**src/rtl/icu_pkg.sv**
```systemverilog
package icu_pkg;

    localparam int MAX_SRC = 32;
    localparam int IDX_W   = 5;

    // register group numbers (byte address bits [11:4])
    localparam logic [7:0] GRP_CTRL      = 8'h00;
    localparam logic [7:0] GRP_FLAG      = 8'h01;
    localparam logic [7:0] GRP_EN        = 8'h02;
    localparam logic [7:0] GRP_PRIO_BASE = 8'h10;

    typedef enum logic [1:0] {
        OP_WRITE = 2'd0,
        OP_CLR   = 2'd1,
        OP_SET   = 2'd2,
        OP_INV   = 2'd3
    } alias_op_e;

    // layout matches register bits: sub in [4:3], level in [2:0]
    typedef struct packed {
        logic [1:0] sub;
        logic [2:0] lvl;
    } prio_t;

    typedef struct packed {
        logic             valid;
        prio_t            pr;
        logic [IDX_W-1:0] idx;
    } winner_t;

    function automatic logic [31:0] apply_alias(input logic [31:0] cur,
                                                input logic [31:0] d,
                                                input alias_op_e   op);
        case (op)
            OP_CLR:  return cur & ~d;
            OP_SET:  return cur | d;
            OP_INV:  return cur ^ d;
            default: return d;
        endcase
    endfunction

endpackage

```
**src/rtl/icu_regs.sv**
```systemverilog
module icu_regs
    import icu_pkg::*;
#(
    parameter int NSRC = 32
) (
    input  logic            clk,
    input  logic            rst,
    input  logic            wr_en,
    input  logic [11:0]     wr_addr,
    input  logic [31:0]     wr_data,
    input  logic [11:0]     rd_addr,
    output logic [31:0]     rd_data,
    input  logic [NSRC-1:0] irq_src,
    output logic            mvec_q,
    output logic [NSRC-1:0] flag_q,
    output logic [NSRC-1:0] en_q,
    output prio_t           prio_q [NSRC]
);

    logic [7:0] grp_w, grp_r;
    alias_op_e  op;
    logic       wr_hit;
    logic [31:0] flag_w, en_w, flag_nx, en_nx, ctrl_nx;
    logic [NSRC-1:0] flag_d;

    assign grp_w  = wr_addr[11:4];
    assign grp_r  = rd_addr[11:4];
    assign op     = alias_op_e'(wr_addr[3:2]);
    assign wr_hit = wr_en && (wr_addr[1:0] == 2'b00);

    always_comb begin
        flag_w = '0;
        en_w   = '0;
        flag_w[NSRC-1:0] = flag_q;
        en_w[NSRC-1:0]   = en_q;
        flag_nx = apply_alias(flag_w, wr_data, op);
        en_nx   = apply_alias(en_w, wr_data, op);
        ctrl_nx = apply_alias({31'b0, mvec_q}, wr_data, op);
        // peripheral events win over any software write in the same cycle
        if (wr_hit && grp_w == GRP_FLAG)
            flag_d = flag_nx[NSRC-1:0] | irq_src;
        else
            flag_d = flag_q | irq_src;
    end

    always_ff @(posedge clk) begin
        if (rst) begin
            flag_q <= '0;
            en_q   <= '0;
            mvec_q <= 1'b0;
        end else begin
            flag_q <= flag_d;
            if (wr_hit && grp_w == GRP_EN)   en_q   <= en_nx[NSRC-1:0];
            if (wr_hit && grp_w == GRP_CTRL) mvec_q <= ctrl_nx[0];
        end
    end

    for (genvar g = 0; g < NSRC; g++) begin : g_prio
        logic [31:0] cur, nxt;
        always_comb begin
            cur      = '0;
            cur[4:0] = prio_q[g];
            nxt      = apply_alias(cur, wr_data, op);
        end
        always_ff @(posedge clk) begin
            if (rst)
                prio_q[g] <= '0;
            else if (wr_hit && grp_w == GRP_PRIO_BASE + 8'(g))
                prio_q[g] <= prio_t'(nxt[4:0]);
        end
    end

    always_comb begin
        rd_data = '0;
        if (rd_addr[1:0] == 2'b00) begin
            case (grp_r)
                GRP_CTRL: rd_data[0] = mvec_q;
                GRP_FLAG: rd_data[NSRC-1:0] = flag_q;
                GRP_EN:   rd_data[NSRC-1:0] = en_q;
                default: begin
                    for (int i = 0; i < NSRC; i++)
                        if (grp_r == GRP_PRIO_BASE + 8'(i))
                            rd_data[4:0] = prio_q[i];
                end
            endcase
        end
    end

endmodule

```
**src/rtl/icu_arb.sv**
```systemverilog
module icu_arb
    import icu_pkg::*;
#(
    parameter int NSRC = 32
) (
    input  logic [NSRC-1:0] flag,
    input  logic [NSRC-1:0] en,
    input  prio_t           prio [NSRC],
    output winner_t         win
);

    // ascending scan with a strict compare keeps the lower index on a full tie
    always_comb begin
        win = '0;
        for (int i = 0; i < NSRC; i++) begin
            if (flag[i] && en[i] && prio[i].lvl != 3'd0 &&
                (!win.valid ||
                 {prio[i].lvl, prio[i].sub} > {win.pr.lvl, win.pr.sub})) begin
                win.valid = 1'b1;
                win.pr    = prio[i];
                win.idx   = IDX_W'(i);
            end
        end
    end

endmodule

```
**src/rtl/icu_top.sv**
```systemverilog
module icu_top
    import icu_pkg::*;
#(
    parameter int NSRC  = 32,
    parameter int VEC_W = $clog2(NSRC)
) (
    input  logic             clk,
    input  logic             rst,
    input  logic             wr_en,
    input  logic [11:0]      wr_addr,
    input  logic [31:0]      wr_data,
    input  logic [11:0]      rd_addr,
    output logic [31:0]      rd_data,
    input  logic [NSRC-1:0]  irq_src,
    input  logic [2:0]       cfg_srs_sel,
    output logic [2:0]       cpu_ipl,
    output logic [VEC_W-1:0] cpu_vec,
    output logic             cpu_srs
);

    logic            mvec_q;
    logic [NSRC-1:0] flag_q;
    logic [NSRC-1:0] en_q;
    prio_t           prio_q [NSRC];
    winner_t         win;

    icu_regs #(.NSRC(NSRC)) u_regs (
        .clk(clk), .rst(rst),
        .wr_en(wr_en), .wr_addr(wr_addr), .wr_data(wr_data),
        .rd_addr(rd_addr), .rd_data(rd_data),
        .irq_src(irq_src),
        .mvec_q(mvec_q), .flag_q(flag_q), .en_q(en_q), .prio_q(prio_q)
    );

    icu_arb #(.NSRC(NSRC)) u_arb (
        .flag(flag_q), .en(en_q), .prio(prio_q), .win(win)
    );

    always_ff @(posedge clk) begin
        if (rst) begin
            cpu_ipl <= '0;
            cpu_vec <= '0;
            cpu_srs <= 1'b0;
        end else begin
            cpu_ipl <= win.valid ? win.pr.lvl : 3'd0;
            cpu_vec <= (win.valid && mvec_q) ? win.idx[VEC_W-1:0] : '0;
            cpu_srs <= win.valid &&
                       (cfg_srs_sel == 3'd0 || cfg_srs_sel == win.pr.lvl);
        end
    end

endmodule

```
**config.mk**
```make
export PLATFORM = sky130hd
export DESIGN_NAME = icu_top
export DESIGN_NICKNAME = d
export VERILOG_FILES = /design/src/rtl/icu_pkg.sv /design/src/rtl/icu_regs.sv /design/src/rtl/icu_arb.sv /design/src/rtl/icu_top.sv
export SDC_FILE = /design/constraint.sdc
export NUM_CORES = 1
export LEC_CHECK = 0
export ABC_CLOCK_PERIOD_IN_PS = 153800
export BUFFER_PORTS_ARGS = -buffer_cell sky130_fd_sc_hd__buf_2
export CORE_ASPECT_RATIO = 1.4
export CORE_UTILIZATION = 45
export DETAILED_ROUTE_END_ITERATION = 16
export SLEW_MARGIN = 20
export SYNTH_ARGS = -nofsm -noshare
export SYNTH_HDL_FRONTEND = slang
export SYNTH_SLANG_ARGS = --single-unit
```
**constraint.sdc**
```tcl
create_clock -name clk -period 153.8 [get_ports clk]
set_clock_uncertainty 0.2 [all_clocks]
set_input_delay 30.76 -clock clk [delete_from_list [all_inputs] [get_ports clk]]
set_output_delay 30.76 -clock clk [all_outputs]
set_load 0.01 [all_outputs]
```
# Word-level counts from Yosys, hierarchy flattened
# Cells that the tools add are included.
totals:
  reg_bits: 234
  in_bits: 94
  output_inout_bits: 41
  wordCells: 622
classes:
  magnitude_cmp: 31
  eq_ne: 72
  mux: 104
  bitwise_logic: 110
  reduce_logical: 235
op_table:
  columns: ["op", "n"]
  rows:
  - ["case mux 5 bit (3 select lines)", 32]
  - ["2-to-1 mux 11 bit", 32]
  - ["equality test 8 x 5 -> 1 bit (second input constant)", 32]
  - ["equality test 8 x 6 -> 1 bit (second input constant)", 32]
  - ["case mux 32 bit (3 select lines)", 2]
  - ["bitwise AND 5 bit", 32]
  - ["2-to-1 mux 5 bit", 32]
  - ["bitwise OR 5 bit", 32]
  - ["bitwise XOR 5 bit", 32]
  - ["> comparator 5 bit", 31]
  - ["logical AND 1 bit", 133]
  - ["bitwise OR 32 bit", 4]
  - ["nonzero test 3 bit", 32]
  - ["bitwise AND 32 bit", 2]
  - ["2-to-1 mux 32 bit", 2]
  - ["bitwise XOR 32 bit", 2]
  - ["case mux 27 bit (2 select lines)", 1]
  - ["logical OR 1 bit", 32]
  - ["NOT 32 bit", 1]
  - ["zero test 1 bit", 31]
  - ["equality test 8 x 1 -> 1 bit (second input constant)", 2]
  - ["equality test 8 x 2 -> 1 bit (second input constant)", 2]
  - ["zero test 8 bit", 2]
  - ["case mux 4 bit (3 select lines)", 1]
  - ["11 further kinds", 16]

# Depth between registers and ports, before layout
logic_depth:
  ltp_word: 130
  ltp_mapped: 304
  ltp_nobuf: 293

# By module
# Synthesis repeated with hierarchy kept, for this count alone.
hier_totals:
  cells_unflattened: 4110
  area_unflattened_um2: 32299.7
by_module_without_submodules:
  columns: ["mod", "n_inst", "cells_per_inst", "area_each_um2"]
  rows:
  - ["icu_regs", 1, 2743, 22860.7]
  - ["icu_arb", 1, 1335, 9105.0]
  - ["icu_top", 1, 32, 334.1]

# Worst setup path before layout
# Ideal clock, no wire load.
synth_path:
  path_type: "input port to output port"
  from: "input port rd_addr[9]"
  to: "output port rd_data[2]"
  t_arrival_ps: 33560
  required_time_ps: 122840
  slack_ps: 89280
  stages: 17
  path_cell_list: "nor4b_1 -> nand3_1 -> nor3_1 -> a221oi_1 -> a21oi_1 -> a21oi_1 -> a21oi_1 -> a211oi_1 -> a21oi_1 -> a211oi_1 -> a21oi_1 -> a21oi_1 -> a22oi_1 -> nor3_1 -> o221ai_1 -> o21ai_0 -> a21oi_1"
synth_via:
  elab_chain_len: 35
synth_lines:
  columns: ["element", "line_no", "rtl"]
  rows:
  - ["from (decl)", "icu_top.sv:12", "input logic [11:0] rd_addr,"]
  - ["equality test 8 x 5 -> 1 bit", "icu_regs.sv:82", "if (grp_r == GRP_PRIO_BASE + 8'(i))"]
  - ["2-to-1 mux 5 bit (32 in a row)", "icu_regs.sv:82", null]
  - ["case mux 4 bit (3 select lines) *", "icu_regs.sv:76", "case (grp_r)"]
  - ["2-to-1 mux 32 bit *", "icu_regs.sv:75", "if (rd_addr[1:0] == 2'b00) begin"]
  - ["to (decl)", "icu_top.sv:13", "output logic [31:0] rd_data,"]
# Mark *: on every way between the ends. The rest lies on a longest branch, timed or not.

# Final worst setup path
# Ends and elaborated chain as after synthesis.

==> results.json <==
{
  "ant_nets": 0,
  "place.gp.congestion": 0.968,
  "startpoint": "rd_addr[9]",
  "cts_buffer_depth": 3,
  "io_pins": 135,
  "hold_viol": 0,
  "ys_types": 132,
  "drive_above_1_share_pct": 8.38,
  "synth_cells": 4425,
  "yosysSeqAreaShare_pct": 14.8,
  "clk_latency_ps": 630,
  "first_iter_violations": 2251,
  "overflow": 0,
  "p_leak_uw": 0.0136,
  "cts_hold_buf": 0,
  "syn_avg_cell_area_um2": 7.13,
  "fin_setup_tns_ps": 0,
  "syn_area_um2": 31600,
  "end_kind": "primary output",
  "r2r-start": "u_regs.flag_q[0]$_SDFF_PP0_",
  "grt_antenna_before_repair": 11,
  "global_route.usage.met3_pct": 3.01,
  "dpl_cell_area_um2": 32600,
  "grt_pass1_wl_mm": 167,
  "fin_util_pct": 48.7,
  "slew_headroom_pct": 26.0,
  "syn-num-nets": 5075,
  "place_hpwl_mm": 77.7,
  "track_usage_pct": 29.5,
  "wirelength_mm": 108,
  "critical_path_required_ps": 122840,
  "regArea_um2": 4680,
  "run_status": "finished, final reports clean",
  "rsz0062_at_grt": "no",
  "post_cts_buffers": 0,
  "clk_pin_slew_ps": 60,
  "finalSetupViolations": 0,
  "ys_ff_latch": 234,
  "yosys_warnings": 0,
  "fin_nets": 5017,
  "dieArea_um2": 71200,
  "period_needed_ps": 66180,
  "synth_async_sr_flop_share_pct": 0,
  "cts_resized": 0,
  "critPathLaunchType": "primary input",
  "root_buffer": "clkbuf_16",
  "tightestPinTransition_ps": 1100,
  "max_freq_mhz": 15.1,
  "grt_max_degree": 156,
  "cap_violations": 0,
  "wl_per_cell_um": 20.2,
  "multi_input_comb_area_um2": 24500,
  "grt_use_met2_pct": 52.4,
  "holdWs_ps": 321,
  "via_per_inst": 5.98,
  "core_area_um2": 69200,
  "p_per_area_nw_per_um2": 5.01,
  "use_met1_pct": 36.6,
  "crit_fanout": 6,
  "hold_class": "reg2reg",
  "vias": 31800,
  "min_from": "u_regs.prio_q[143]$_SDFFE_PP0P_",
  "synth_edf_count": 0,
  "peakVddDrop_uv": 7.71,
  "fill_cells": 7117,
  "floorplan.rows": 114,
  "period_share_pct": 43.0,
  "cts_sinks": 234,
  "grt_pass1_vias": 29100,
  "die_w_um": 226,
  "portBuffers": 132,
  "dr.pass1.iters": 6,
  "ys.flop_type": "dfxtp_1",
  "cts_buffers": 31,
  "drc": 0,
  "htree_levels": 1,
  "grt.busiest_layer": "met2",
  "final_cell_area_um2": 33700,
  "cp.arrival_ps": 35220,
  "die_y_um": 315,
  "areaGrowthSynthToFinish_pct": 6.88,
  "cts_tree": "built",
  "maxSlewViolCount": 0,
  "start_util_pct": 45.6,
  "worst-setup-path-type": "in2out"
}
state kept, by name, summed over array words and instances, names as in the netlist:
signal         count
u_regs.prio_q    160
u_regs.en_q       32
u_regs.flag_q     32
cpu_vec            5
cpu_ipl            3
cpu_srs            1
u_regs.mvec_q      1
area by class of cell:
type                            count  share of cell area (%)
Inverter                          338                    3.78
Antenna cell                        3                  0.0223
Timing Repair Buffer              168                    2.89
Clock inverter                     21                   0.668
Tap cell                          928                    3.44
Clock buffer                       37                    2.52
Sequential cell                   234                    13.9
Multi-Input combinational cell   3594                    72.8
power breakdown:
group | switching (uW) | internal [uW]
sequential | 1.11 | 61.2
clock | 33.4 | 46.0
combinational | 18.6 | 8.66
total | 53.1 | 116
final timing paths:
path / end / slack [ps] / cells after the start
setup reg to reg: cpu_srs$_SDFF_PP0_ / 93480 / 270
hold reg to reg: u_regs.prio_q[143]$_SDFFE_PP0P_ / 320 / 2
setup / recovery: rd_data[2] / 87620 / 18
hold / removal: u_regs.prio_q[143]$_SDFFE_PP0P_ / 320 / 2
through the flow:
step           setup WS, ps  power, uW  std cells
2_1_floorplan         89280       82.8       4425
3_3_place_gp          87670       90.2       5262
3_5_place_dp          87670       90.6       5262
4_1_cts               87650        170       5320
5_1_grt               87480        176       5322
6_report              87620        169       5323
cell usage after synthesis, drive strengths merged, types with 14 or more instances:
cell type	count	area [um^2]
nor2	705	2650
a311oi	19	173
a22oi	42	329
o21a	15	113
nor4	15	121
a21o	14	105
nor3	61	310
or3	18	124
dfxtp	234	4680
xnor2	28	260
ha	556	6960
a31oi	22	159
clkbuf	204	767
mux2	35	420
o311ai	33	312
nand4	15	93.8
and2	25	161
o31ai	14	134
nand2	341	1280
a211oi	362	2750
nand2b	22	138
a221oi	18	170
buf	55	354
nor2b	15	93.8
nand3	68	345
mux2i	51	539
o211ai	22	180
and3	37	233
inv	337	1260
a21oi	525	2640
o22ai	19	133
o21ai	269	1350
cells by family (layout without fill, tap and decap cells):
logic type,count (synthesis),count (layout),synth area share [%]
buf+inv,597,564,7.57
simple gates,1378,1378,19.0
other cells,0,3,0
xor+xnor,31,31,0.908
mux,91,91,3.40
fa+ha+maj,564,564,22.3
flops,234,234,14.8
compound gates,1530,1530,32.0
worst max-delay path, cell delays in order:
cell	delay (ps)
buf_2	150
or4b_2	810
nor4_1	750
a221oi_1	190
a21oi_1	200
a21oi_1	60
a21oi_1	170
a211oi_1	60
a21oi_1	220
a211oi_1	90
a21oi_1	180
a21oi_1	80
a22oi_1	310
nor3_1	120
o221ai_1	320
o21ai_0	300
a21oi_1	270
buf_2	170
cell usage in the layout, fill, tap and decap left out, types with 10 or more instances in the layout:
master,instances
o21ai_1,19
nand4_1,15
o211ai_1,19
nor4_1,11
nor2b_1,15
nor2_1,699
clkbuf_16,31
and3_1,35
a31oi_1,20
o31ai_1,10
nand2_1,340
inv_1,331
nor3_1,59
clkinv_2,15
o311ai_0,22
a222oi_1,10
dfxtp_1,234
o21ai_0,248
or3_1,15
a21o_1,14
a211oi_1,355
a221oi_1,16
and2_1,23
buf_2,129
mux2i_1,48
nand2b_1,22
nand3_1,66
o22ai_1,18
o21a_1,15
xnor2_1,26
a21oi_1,521
ha_1,556
buf_4,35
a311oi_1,18
a2111oi_0,11
a22oi_1,41
mux2_2,26
metal layers:
layer	share of wire, %	routed length, um	up-vias
met1	43	45900	14900
met4	3.4	3650	12
met2	49	52800	818
met5	0.081	87	-
li1	-	-	15900
met3	4.8	5170	175
Note: power is estimated with default switching activity, not from simulation.
